===== src/rtl/lcd_ft_pkg.sv =====
package lcd_ft_pkg;

   typedef enum logic [1:0] {
      DUTY_STATIC  = 2'b00,
      DUTY_THREE   = 2'b01,
      DUTY_FOUR    = 2'b10,
      DUTY_FOUR_B  = 2'b11
   } duty_e;

   localparam int CFG_W    = 8;
   localparam int CFG_LIVE = 4;

   function automatic logic [2:0] line_count(input logic [1:0] d);
      case (duty_e'(d))
         DUTY_STATIC: line_count = 3'd1;
         DUTY_THREE:  line_count = 3'd3;
         default:     line_count = 3'd4;
      endcase
   endfunction

endpackage


===== src/rtl/lcd_ft_ctrl.sv =====
module lcd_ft_ctrl
   import lcd_ft_pkg::*;
#(
   parameter int REF_MIN_LOG2 = 6,
   parameter int LOW_HZ       = 32768,
   parameter int MAX_FRAME_HZ = 128
) (
   input  logic             clk,
   input  logic             rst_n,
   input  logic             cfg_we,
   input  logic [CFG_W-1:0] cfg_wdata,
   input  logic             busy,
   input  logic [1:0]       duty_sel,
   output logic [CFG_W-1:0] cfg_q,
   output logic             rate_err,
   output logic             wr_err
);

   logic [CFG_W-1:0] live_mask;
   logic [2:0]       nlines;
   logic [63:0]      limit;

   for (genvar i = 0; i < CFG_W; i++) begin : g_mask
      if (i < CFG_LIVE) begin : g_live
         assign live_mask[i] = 1'b1;
      end else begin : g_fixed
         assign live_mask[i] = 1'b0;
      end
   end

   always_ff @(posedge clk or negedge rst_n) begin
      if (!rst_n) begin
         cfg_q  <= '0;
         wr_err <= 1'b0;
      end else if (cfg_we) begin
         if (busy) wr_err <= 1'b1;
         else      cfg_q  <= cfg_wdata & live_mask;
      end
   end

   always_comb begin
      nlines   = line_count(duty_sel);
      limit    = 64'(MAX_FRAME_HZ) * (64'd1 << (REF_MIN_LOG2 + int'(cfg_q[1:0]))) * 64'(nlines);
      rate_err = 64'(LOW_HZ) > limit;
   end

   assert_blocked_write_R3: assert property (@(posedge clk) disable iff (!rst_n)
      (cfg_we && busy) |=> ($stable(cfg_q) && wr_err));

   assert_err_sticky_R3: assert property (@(posedge clk) disable iff (!rst_n)
      wr_err |=> wr_err);

   assert_write_taken_R2: assert property (@(posedge clk) disable iff (!rst_n)
      (cfg_we && !busy) |=> (cfg_q == {4'h0, $past(cfg_wdata[3:0])}));

endmodule


===== src/rtl/lcd_ft_prescale.sv =====
module lcd_ft_prescale #(
   parameter int SRC_MIN_LOG2 = 6,
   parameter int REF_MIN_LOG2 = 6
) (
   input  logic       clk,
   input  logic       rst_n,
   input  logic       run,
   input  logic       main_ce,
   input  logic       slow_ce,
   input  logic [1:0] src_sel,
   input  logic [1:0] ref_sel,
   output logic       src_tick,
   output logic       ref_tick
);

   localparam int S1W = SRC_MIN_LOG2 + 2;
   localparam int S2W = REF_MIN_LOG2 + 3;

   logic [S1W-1:0] c1, m1;
   logic [S2W-1:0] c2, m2;
   logic           main_tick;

   always_comb begin
      m1        = {S1W{1'b1}} >> (2'd3 - src_sel);
      m2        = {S2W{1'b1}} >> (2'd3 - ref_sel);
      main_tick = run && main_ce && ((c1 & m1) == m1);
      src_tick  = run && ((src_sel == 2'b00) ? slow_ce : main_tick);
      ref_tick  = src_tick && ((c2 & m2) == m2);
   end

   always_ff @(posedge clk or negedge rst_n) begin
      if (!rst_n) begin
         c1 <= '0;
         c2 <= '0;
      end else if (!run) begin
         c1 <= '0;
         c2 <= '0;
      end else begin
         if (main_ce)  c1 <= c1 + 1'b1;
         if (src_tick) c2 <= c2 + 1'b1;
      end
   end

   assert_idle_quiet_R9: assert property (@(posedge clk) disable iff (!rst_n)
      !run |=> !ref_tick || run);

endmodule


===== src/rtl/lcd_ft_seq.sv =====
module lcd_ft_seq
   import lcd_ft_pkg::*;
(
   input  logic       clk,
   input  logic       rst_n,
   input  logic       run,
   input  logic       ref_tick,
   input  logic [1:0] duty_sel,
   output logic       com_adv,
   output logic [1:0] com_idx,
   output logic       frame_start
);

   logic [1:0] last;
   logic       at_last;

   always_comb begin
      last    = 2'(line_count(duty_sel) - 3'd1);
      at_last = com_idx >= last;
   end

   always_ff @(posedge clk or negedge rst_n) begin
      if (!rst_n) begin
         com_adv     <= 1'b0;
         com_idx     <= '0;
         frame_start <= 1'b0;
      end else if (!run) begin
         com_adv     <= 1'b0;
         com_idx     <= '0;
         frame_start <= 1'b0;
      end else begin
         com_adv     <= ref_tick;
         frame_start <= ref_tick && at_last;
         if (ref_tick) com_idx <= at_last ? 2'd0 : com_idx + 2'd1;
      end
   end

   assert_frame_at_zero_R8: assert property (@(posedge clk) disable iff (!rst_n)
      frame_start |-> (com_adv && com_idx == 2'd0));

   assert_adv_single_R6: assert property (@(posedge clk) disable iff (!rst_n)
      com_adv |=> !com_adv);

   assert_off_clears_R9: assert property (@(posedge clk) disable iff (!rst_n)
      !run |=> (!com_adv && !frame_start && com_idx == 2'd0));

endmodule


===== src/rtl/lcd_frame_timer.sv =====
module lcd_frame_timer
   import lcd_ft_pkg::*;
#(
   parameter int SRC_MIN_LOG2 = 6,
   parameter int REF_MIN_LOG2 = 6,
   parameter int LOW_HZ       = 32768,
   parameter int MAX_FRAME_HZ = 128
) (
   input  logic       clk,
   input  logic       rst_n,
   input  logic       main_ce,
   input  logic       slow_ce,
   input  logic       cfg_we,
   input  logic [7:0] cfg_wdata,
   input  logic       lcd_on,
   input  logic       scan_on,
   input  logic       bias_on,
   input  logic [1:0] duty_sel,
   output logic [7:0] cfg_rdata,
   output logic       com_adv,
   output logic [1:0] com_idx,
   output logic       frame_start,
   output logic       rate_err,
   output logic       wr_err
);

   initial begin
      assert (SRC_MIN_LOG2 >= 1 && SRC_MIN_LOG2 <= 24) else $error("SRC_MIN_LOG2 out of range");
      assert (REF_MIN_LOG2 >= 1 && REF_MIN_LOG2 <= 24) else $error("REF_MIN_LOG2 out of range");
      assert (LOW_HZ > 0 && MAX_FRAME_HZ > 0) else $error("rates must be positive");
   end

   logic busy, src_tick, ref_tick;

   assign busy = lcd_on | scan_on | bias_on;

   lcd_ft_ctrl #(
      .REF_MIN_LOG2 (REF_MIN_LOG2),
      .LOW_HZ       (LOW_HZ),
      .MAX_FRAME_HZ (MAX_FRAME_HZ)
   ) u_ctrl (
      .clk       (clk),
      .rst_n     (rst_n),
      .cfg_we    (cfg_we),
      .cfg_wdata (cfg_wdata),
      .busy      (busy),
      .duty_sel  (duty_sel),
      .cfg_q     (cfg_rdata),
      .rate_err  (rate_err),
      .wr_err    (wr_err)
   );

   lcd_ft_prescale #(
      .SRC_MIN_LOG2 (SRC_MIN_LOG2),
      .REF_MIN_LOG2 (REF_MIN_LOG2)
   ) u_pre (
      .clk      (clk),
      .rst_n    (rst_n),
      .run      (lcd_on),
      .main_ce  (main_ce),
      .slow_ce  (slow_ce),
      .src_sel  (cfg_rdata[3:2]),
      .ref_sel  (cfg_rdata[1:0]),
      .src_tick (src_tick),
      .ref_tick (ref_tick)
   );

   lcd_ft_seq u_seq (
      .clk         (clk),
      .rst_n       (rst_n),
      .run         (lcd_on),
      .ref_tick    (ref_tick),
      .duty_sel    (duty_sel),
      .com_adv     (com_adv),
      .com_idx     (com_idx),
      .frame_start (frame_start)
   );

   assert_cfg_frozen_R3: assert property (@(posedge clk) disable iff (!rst_n)
      busy |=> $stable(cfg_rdata));

endmodule


===== config.mk =====
export PLATFORM = sky130hd
export DESIGN_NAME = lcd_frame_timer
export DESIGN_NICKNAME = d
export VERILOG_FILES = /design/src/rtl/lcd_ft_pkg.sv /design/src/rtl/lcd_ft_ctrl.sv /design/src/rtl/lcd_ft_prescale.sv /design/src/rtl/lcd_ft_seq.sv /design/src/rtl/lcd_frame_timer.sv
export SDC_FILE = /design/constraint.sdc
export NUM_CORES = 1
export LEC_CHECK = 0
export BUFFER_PORTS_ARGS = -buffer_cell sky130_fd_sc_hd__buf_2
export CORE_ASPECT_RATIO = 1.25
export CORE_UTILIZATION = 62
export CTS_BUF_LIST = sky130_fd_sc_hd__clkbuf_8
export CTS_CLUSTER_DIAMETER = 60
export DETAILED_ROUTE_END_ITERATION = 6
export PLACE_DENSITY = 0.84
export SETUP_SLACK_MARGIN = 0.15
export SYNTH_ARGS = -nofsm -noshare
export SYNTH_HDL_FRONTEND = slang
export SYNTH_SLANG_ARGS = --single-unit

===== constraint.sdc =====
create_clock -name clk -period 5 [get_ports clk]
set_clock_uncertainty 0.1 [all_clocks]
set_input_delay 0.75 -clock clk [delete_from_list [all_inputs] [get_ports clk]]
set_output_delay 0.75 -clock clk [all_outputs]
set_load 0.005 [all_outputs]

Yosys cells after proc, flatten, opt, wreduce, memory -nomap -nowiden
Cells that the tools add are included.

Multipliers: 1. Shift-type cells: 3. Add/sub/neg operators: 7. Multiplexer cells: 11. Divide/modulo/power cells: 0. Reductions and logical operators: 9. Bitwise gates (word level): 5. Equal/unequal tests: 6. $lt $le $gt $ge: 2.

Operator list (count): 16-bit by 64-bit greater-than comparator with 1-bit output (first input constant) (1); 57-bit by 3-bit multiplier with 57-bit output (1); 1-bit by 32-bit << shifter with 57-bit output (first input constant) (1); 9-bit two-way mux (2); 8-bit two-way mux (2); 9-bit by 1-bit adder with 9-bit output (second input constant) (1); 9-bit AND (1); 9-bit == test (1); 9-bit by 2-bit >> shifter with 9-bit output (first input constant) (1); 8-bit by 1-bit adder with 8-bit output (second input constant) (1); 8-bit AND (1); 8-bit == test (1); 8-bit by 2-bit >> shifter with 8-bit output (first input constant) (1); 2-bit two-way mux (3); 3-bit case mux with 2 select lines (1); 1-bit logical AND (5); 3-bit by 2-bit adder with 4-bit output (first input constant) (1); 2-bit logical NOT (2); 2-bit by 1-bit inequality test with 1-bit output (second input constant) (2); 2-bit AND reduction (2); 2-bit subtractor (first input constant) (2); 1-bit two-way mux (3); 2-bit by 1-bit adder with 2-bit output (second input constant) (1); 2-bit by 1-bit == test with 1-bit output (second input constant) (1); 5 further kinds (6).

Memory bits (read-only): 0. Memories: 0. Bits in writable memories: 0. Word-level logic and storage cells: 51. Bits of input ports: 18. Bits in registers: 26. Bits in latches: 0.

Depth between registers and ports, before layout
Gate-level depths: netlist (run 1).

Word-level depth: 10. Gate-level depth with buffers: 13. Depth with buffers taken out: 12.

By module
From an unflattened synthesis (run 1), not the netlist that was laid out.

Cells, all modules: 294. Area total of the unflattened synthesis: 2616.3 µm².

Modules (own cells, without submodules): lcd_ft_ctrl (area each 1485.2 µm², cells an instance 177, seq. area each 125.1 µm², instances 1); lcd_ft_prescale (area each 907.1 µm², cells an instance 95, seq. area each 425.4 µm², instances 1); lcd_ft_seq (area each 217.7 µm², cells an instance 21, seq. area each 100.1 µm², instances 1); lcd_frame_timer (area each 6.3 µm², cells an instance 1, seq. area each 0.0 µm², instances 1).

Worst setup path before layout (run 1)
OpenSTA, ideal clock, no wires.

Kind: in2out. Start: input duty_sel[1]. End: output rate_err. Data required time: 4150 ps. Path slack: 1014 ps. Stages: 12. Data arrival time: 3136 ps. Cells stage by stage: clkbuf_1 -> nor2b_1 -> nand2_1 -> fa_1 -> inv_1 -> ha_1 -> nor3_1 -> nand3b_1 -> a21oi_1 -> nor4_1 -> o221ai_1 -> nor4_2.

Word-level cells in the longest chain between the ends: 4.

Ends and longest elaborated chain: from (decl) (line lcd_frame_timer.sv:18) `input logic [1:0] duty_sel,`; 2-bit by 1-bit == test with 1-bit output / 2-bit logical NOT (equally long branches) (line lcd_ft_pkg.sv:14) `case (duty_e'(d))`; 3-bit case mux with 2 select lines (*); 57-bit by 3-bit multiplier with 57-bit output (*) (line lcd_ft_ctrl.sv:43) `limit = 64'(MAX_FRAME_HZ) * (64'd1 << (REF_MIN_LOG2 + int'(cfg_q[1:0]))) * 64'(nlines);`; 16-bit by 64-bit greater-than comparator with 1-bit output (*) (line lcd_ft_ctrl.sv:44) `rate_err = 64'(LOW_HZ) > limit;`; to (decl) (line lcd_frame_timer.sv:23) `output logic rate_err,`.

Mark *: on every way between the ends. The rest lies on a longest branch, timed or not.

Worst setup path in the final report (run 1)
Ends and elaborated chain as after synthesis.

==> metrics.yaml, run 1 <==
outcome: "complete, no violations"
cp.arrival_ps: 3520
hpwl_um: 3890
p_sw_uw: 274
grt_start_max_net_pins: 27
layout_commonest_cell: "conb_1"
maxCapViolCount: 0
synth_edf_count: 0
die_area_um2: 4660
synthArstFlopShare_pct: 100
path_max_fanout: 11
leakage_nw: 1.54
drive_above_1_share_pct: 13.5
rsz0062_at_grt: "no"
layout_common_cells: "conb_1, inv_1, dfrtp_1"
netlist_area_um2: 2720
slew_violations: 0
clockRootBuffer: "clkbuf_8"
ir_worst_vdd_mv: 0.202
avgSynthCellArea_um2: 9.16
antenna_cells: 0
fmax_mhz: 229
synth_top_area_cell: "dfrtp_1"
ctsHtreeMaxLevel: 1
r2r_cells: 7
overflow: 0
detailed_place.area_um2: 2950
fin_crit_sh_pct: 87.4
initial_core_util_pct: 65.8
die_w_um: 61.2
ys_seq_area_share_pct: 23.9
cts_made_buffers: 3
post_cts_buffers: 0
cp-end-kind: "primary output"
grtUsageTotal_pct: 23.8
wl_per_cell_um: 12.2
drc_errors: 0
vias_per_cell: 5.49
antenna_found_initial: 0
cts.path.max_buffers: 2
p_per_area_nw_per_um2: 238
synth_cell_types: 66
ys.warnings.count: 0
clkTransAtPathRegs_ps: 90
io_pins: 32
p_clk_share_pct: 19.2
finalInstanceArea_um2: 3000
core_region_area_um2: 4130
p_sw_share_pct: 38.3
r2r_slack_ps: 2920
wirelength_um: 4940
timing.hold.ws_ps: 360
cts_resized: 0
num_vias: 2211
rr_endpoint: "u_seq.com_idx[1]"
area_growth_pct: 10.3
ant_nets: 0
worst_slack_ps: 629
finalHoldViolations: 0
grt_pass1_vias: 2212
final_nets: 403
cts_tree: "yes"
seqPwrFrac_pct: 33.1
synth_seq_cells: 26
rr_startpoint: "u_pre.c1[0]"
place_ws_ps: 645
setup_viol: 0
die_h_um: 76.1
drt_iter0_markers: 84
fill_cells: 351
tightest_slew_ps: 574
synthFlopType: "dfrtp_1"
ys_top_cells_by_area: "dfrtp_1, fa_1, ha_1"
port_buffers: 23
required_ps: 4150
intPower_uw: 441
synth_top_area_share_pct: 23.9
dr.pass1.iters: 4
startpoint_type: "primary input"
fin_setup_tns_ps: 0
layout_min_cycle_time_ps: 4370
place_congestion: 0.829
cts.sinks: 26
grt_pass1_wl_um: 8620
hp-class: "in2async"
rows: 26
ctsHoldBuffers: 0
power_frac_comb_pct: 47.7
insertion_delay_ps: 280
criticalPathCategory: "in2out"
synthCells: 297
relSlewSlack_pct: 61.7
power groups by stage:
stage / sequential [mW] / combinational, mW / clock [mW]
after detailed placement: 0.241 / 0.312 / 0
after global placement: 0.240 / 0.308 / 0
after global routing: 0.239 / 0.385 / 0.143
final: 0.237 / 0.341 / 0.137
after floorplan: 0.235 / 0.290 / 0
after CTS: 0.237 / 0.314 / 0.137
state kept, by name, summed over array words and instances (netlist names):
| signal | count |
|---|---|
| u_pre.c1 | 8 |
| u_seq.com_idx | 2 |
| u_pre.c2 | 9 |
| u_seq.frame_start | 1 |
| u_ctrl.wr_err | 1 |
| u_ctrl.cfg_q | 4 |
| u_seq.com_adv | 1 |
how the worst max path moves through the flow:
stage               endpoint  slack, ps         from
finish              rate_err        630  duty_sel[1]
global route        rate_err        380  duty_sel[1]
CTS                 rate_err        640  duty_sel[1]
detailed placement  rate_err        650  duty_sel[1]
global placement    rate_err        710  duty_sel[1]
floorplan           rate_err       1010  duty_sel[1]
worst max-delay path: stages:
cell      delay [ps]
buf_2            160
nor2b_1          260
nand2_1          120
fa_1             510
inv_1             40
ha_1             340
nor3_1           270
nand3b_1         200
a21oi_1           80
nor4_1           240
o221ai_1         180
nor4_2           210
buf_2            140
metal layers:
metal	global-route usage, %	part of all wire [%]	vias to the layer above	wire length, um
met3	2.72	2.5	9	123
met5	0	0	-	0
li1	-	-	1096	-
met4	6.82	1.7	0	82
met1	27.2	42	1059	2070
met2	44.0	54	47	2660
layout make-up:
class	instances	area [um^2]	share of cell area (%)
multi-input cells	259	1980	65.9
well taps	56	70.1	2.33
clock buffers	4	55.1	1.83
repair buffers	23	115	3.83
inverters	35	131	4.38
flip-flops and latches	26	651	21.7
stage by stage:
stage	total power, mW	std cells	utilization (%)
6_report	0.716	403	72.7
5_1_grt	0.768	403	72.7
4_1_cts	0.688	403	72.7
3_5_place_dp	0.553	399	71.3
3_3_place_gp	0.548	399	71.3
2_1_floorplan	0.526	334	-
synthesized netlist by cell type, drive strengths merged, types with 3 or more instances:
library cell,count
inv,35
dfrtp,26
ha,22
nand2,22
and2,17
fa,15
xnor2,12
nor2,11
nor2b,10
a21oi,9
buf,9
nand4,9
o21ai,8
a21o,5
and3,5
clkbuf,5
nand2b,5
nand3,5
o211ai,5
a2111oi,4
a211oi,4
or3,4
a31oi,3
mux2,3
mux2i,3
o2111ai,3
xor2,3
cells by family after synthesis:
group / count (synthesis) / share of synthesized area (%)
AOI/OAI and AO/OA: 61 / 17.6
DFF: 26 / 23.9
adders and majority gates: 37 / 21.2
and+or+nand+nor: 101 / 21.4
muxes: 6 / 2.35
other: 2 / 0.276
buffers and inverters: 49 / 8.42
xor gates and xnor gates: 15 / 4.83
(Power assumes the default switching activity.)
==> run 2, diff against run 1 <==
Settings changed: GPL_TIMING_DRIVEN set to 0.
==> metrics.yaml, run 2 (synthesis gave the netlist of run 1 again) <==
rr_endpoint: "u_seq.com_idx[1]"  # unchanged
tightest_slew_ps: 576  # was 574 ps
place_congestion: 0.876  # was 0.829
dp_cells: 412  # was 399
fill_cells: 318  # was 351
initial_core_util_pct: 65.8  # unchanged
rows: 26  # unchanged
io_pins: 32  # unchanged
startpoint_type: "primary input"  # unchanged
required_ps: 4150  # about the same
die_w_um: 61.2  # unchanged
setup_viol: 0  # unchanged
drive_above_1_share_pct: 15.3  # was 13.5%
fin_crit_sh_pct: 89.0  # was 87.4%
cts_made_buffers: 3  # unchanged
die_h_um: 76.1  # unchanged
r2r_cells: 8  # was 7
leakage_nw: 1.60  # was 1.54 nW
antenna_found_initial: 0  # unchanged
core_region_area_um2: 4130  # unchanged
dr.pass1.iters: 4  # unchanged
cts.sinks: 26  # unchanged
fmax_mhz: 225  # was 229 MHz
finalHoldViolations: 0  # unchanged
fin_cells: 416  # was 403
detailed_place.area_um2: 3040  # was 2950 um^2
layout_min_cycle_time_ps: 4450  # was 4370 ps
wirelength_um: 5300  # was 4940 um
worstHoldStart: "u_ctrl.wr_err"
layout_common_cells: "conb_1, inv_1, dfrtp_1"  # unchanged
cp.arrival_ps: 3600  # was 3520 ps
clkTransAtPathRegs_ps: 90  # about the same
outcome: "complete, no violations"  # unchanged
cts.path.max_buffers: 2  # unchanged
grt_pass1_vias: 2290  # was 2212
num_vias: 2255  # was 2211
finalInstanceArea_um2: 3090  # was 3000 um^2
overflow: 0  # unchanged
ctsHtreeMaxLevel: 1  # unchanged
top_regs: "u_pre.c2 (9), u_pre.c1 (8), u_ctrl.cfg_q (4)"  # unchanged
crit_chain: "clkbuf_1 > nor2b_1 > nand2_1 > fa_1 > inv_1 > ha_1 > nor3_1 > nand3b_1 > a21oi_1 > nor4_1 > o221ai_1 > nor4_2 > buf_2"  # was buf_2 > nor2b_1 > nand2_1 > fa_1 > inv_1 > ha_1 > nor3_1 > nand3b_1 > a21oi_1 > nor4_1 > o221ai_1 > nor4_2 > buf_2
path_max_fanout: 10  # was 11
fin_setup_tns_ps: 0  # unchanged
ant_nets: 0  # unchanged
vias_per_cell: 5.42  # was 5.49
grtUsageTotal_pct: 25.1  # was 23.8%
p_per_area_nw_per_um2: 238  # about the same
largest_reg_flops: 9  # unchanged
min_path_cells: 1
timing.hold.ws_ps: 359  # was 360 ps
criticalPathCategory: "in2out"  # unchanged
area_growth_pct: 13.8  # was 10.3%
layout_commonest_cell: "conb_1"  # unchanged
cp-end-kind: "primary output"  # unchanged
clockRootBuffer: "clkbuf_8"  # unchanged
crit_slowest_cell: "fa_1"  # unchanged
hpwl_um: 4250  # was 3890 um
rsz0062_at_grt: "no"  # unchanged
place_ws_ps: 580  # was 645 ps
holdPathEnd: "u_ctrl.wr_err"
grt_start_max_net_pins: 27  # unchanged
insertion_delay_ps: 270  # was 280 ps
antenna_cells: 0  # unchanged
worst_slack_ps: 549  # was 629 ps
ir_worst_vdd_mv: 0.208  # was 0.202 mV
post-route-util_pct: 74.9  # was 72.7%
slew_violations: 0  # unchanged
die_area_um2: 4660  # unchanged
post_cts_buffers: 0  # unchanged
max_stage_delay_ps: 520  # was 510 ps
relSlewSlack_pct: 61.6  # was 61.7%
top_register: "u_pre.c2"  # unchanged
ctsHoldBuffers: 0  # unchanged
maxCapViolCount: 0  # unchanged
r2r_slack_ps: 3050  # was 2920 ps
drt_iter0_markers: 122  # was 84
drc_errors: 0  # unchanged
wl_per_cell_um: 12.7  # was 12.2 um
final_nets: 416  # was 403
port_buffers: 22  # was 23
hp-class: "reg2reg"  # was in2async
rr_startpoint: "u_pre.c1[0]"  # unchanged
total_power_uw: 737  # was 716 uW
cts_tree: "yes"  # unchanged
grt_pass1_wl_um: 9110  # was 8620 um
cts_resized: 0  # unchanged
## run 2: area by class of cell
class | instances | area, um^2 | area share, %
Inverter | 35 | 131 | 4.25
Multi-Input combinational cell | 259 | 1980 | 64.0
Clock buffer | 4 | 55.1 | 1.78
Buffer | 14 | 97.6 | 3.15
Timing Repair Buffer | 22 | 110 | 3.56
Sequential cell | 26 | 651 | 21.0
Tap cell | 56 | 70.1 | 2.26
## run 2: worst max path at each step
stage                     to   startpoint  cells after the start  slack [ps]
floorplan           rate_err  duty_sel[1]                     12        1010
global placement    rate_err  duty_sel[1]                     13         650
detailed placement  rate_err  duty_sel[1]                     13         580
CTS                 rate_err  duty_sel[1]                     13         580
global route        rate_err  duty_sel[1]                     13         380
finish              rate_err  duty_sel[1]                     13         550
## run 2: worst max-delay path, delay by kind of cell
family,cells,cell delay [ps]
AOI/OAI and AO/OA,2,270
buffers and inverters,3,360
adders and majority gates,2,870
and+or+nand+nor,6,1330
## run 2: power breakdown
| group | internal, mW | switching, mW | leakage, nW | total [mW] |
|---|---|---|---|---|
| combinational | 0.166 | 0.203 | 1.22 | 0.368 |
| sequential | 0.220 | 0.0125 | 0.348 | 0.233 |
| clock | 0.0705 | 0.0650 | 0.0288 | 0.135 |
## run 2: layer usage
layer	up-vias	part of all wire, %	global-route usage [%]
met4	0	3.1	11.6
met3	17	2.6	1.70
li1	1112	-	-
met1	1074	40	27.3
met2	52	54	46.5
met5	-	0	0
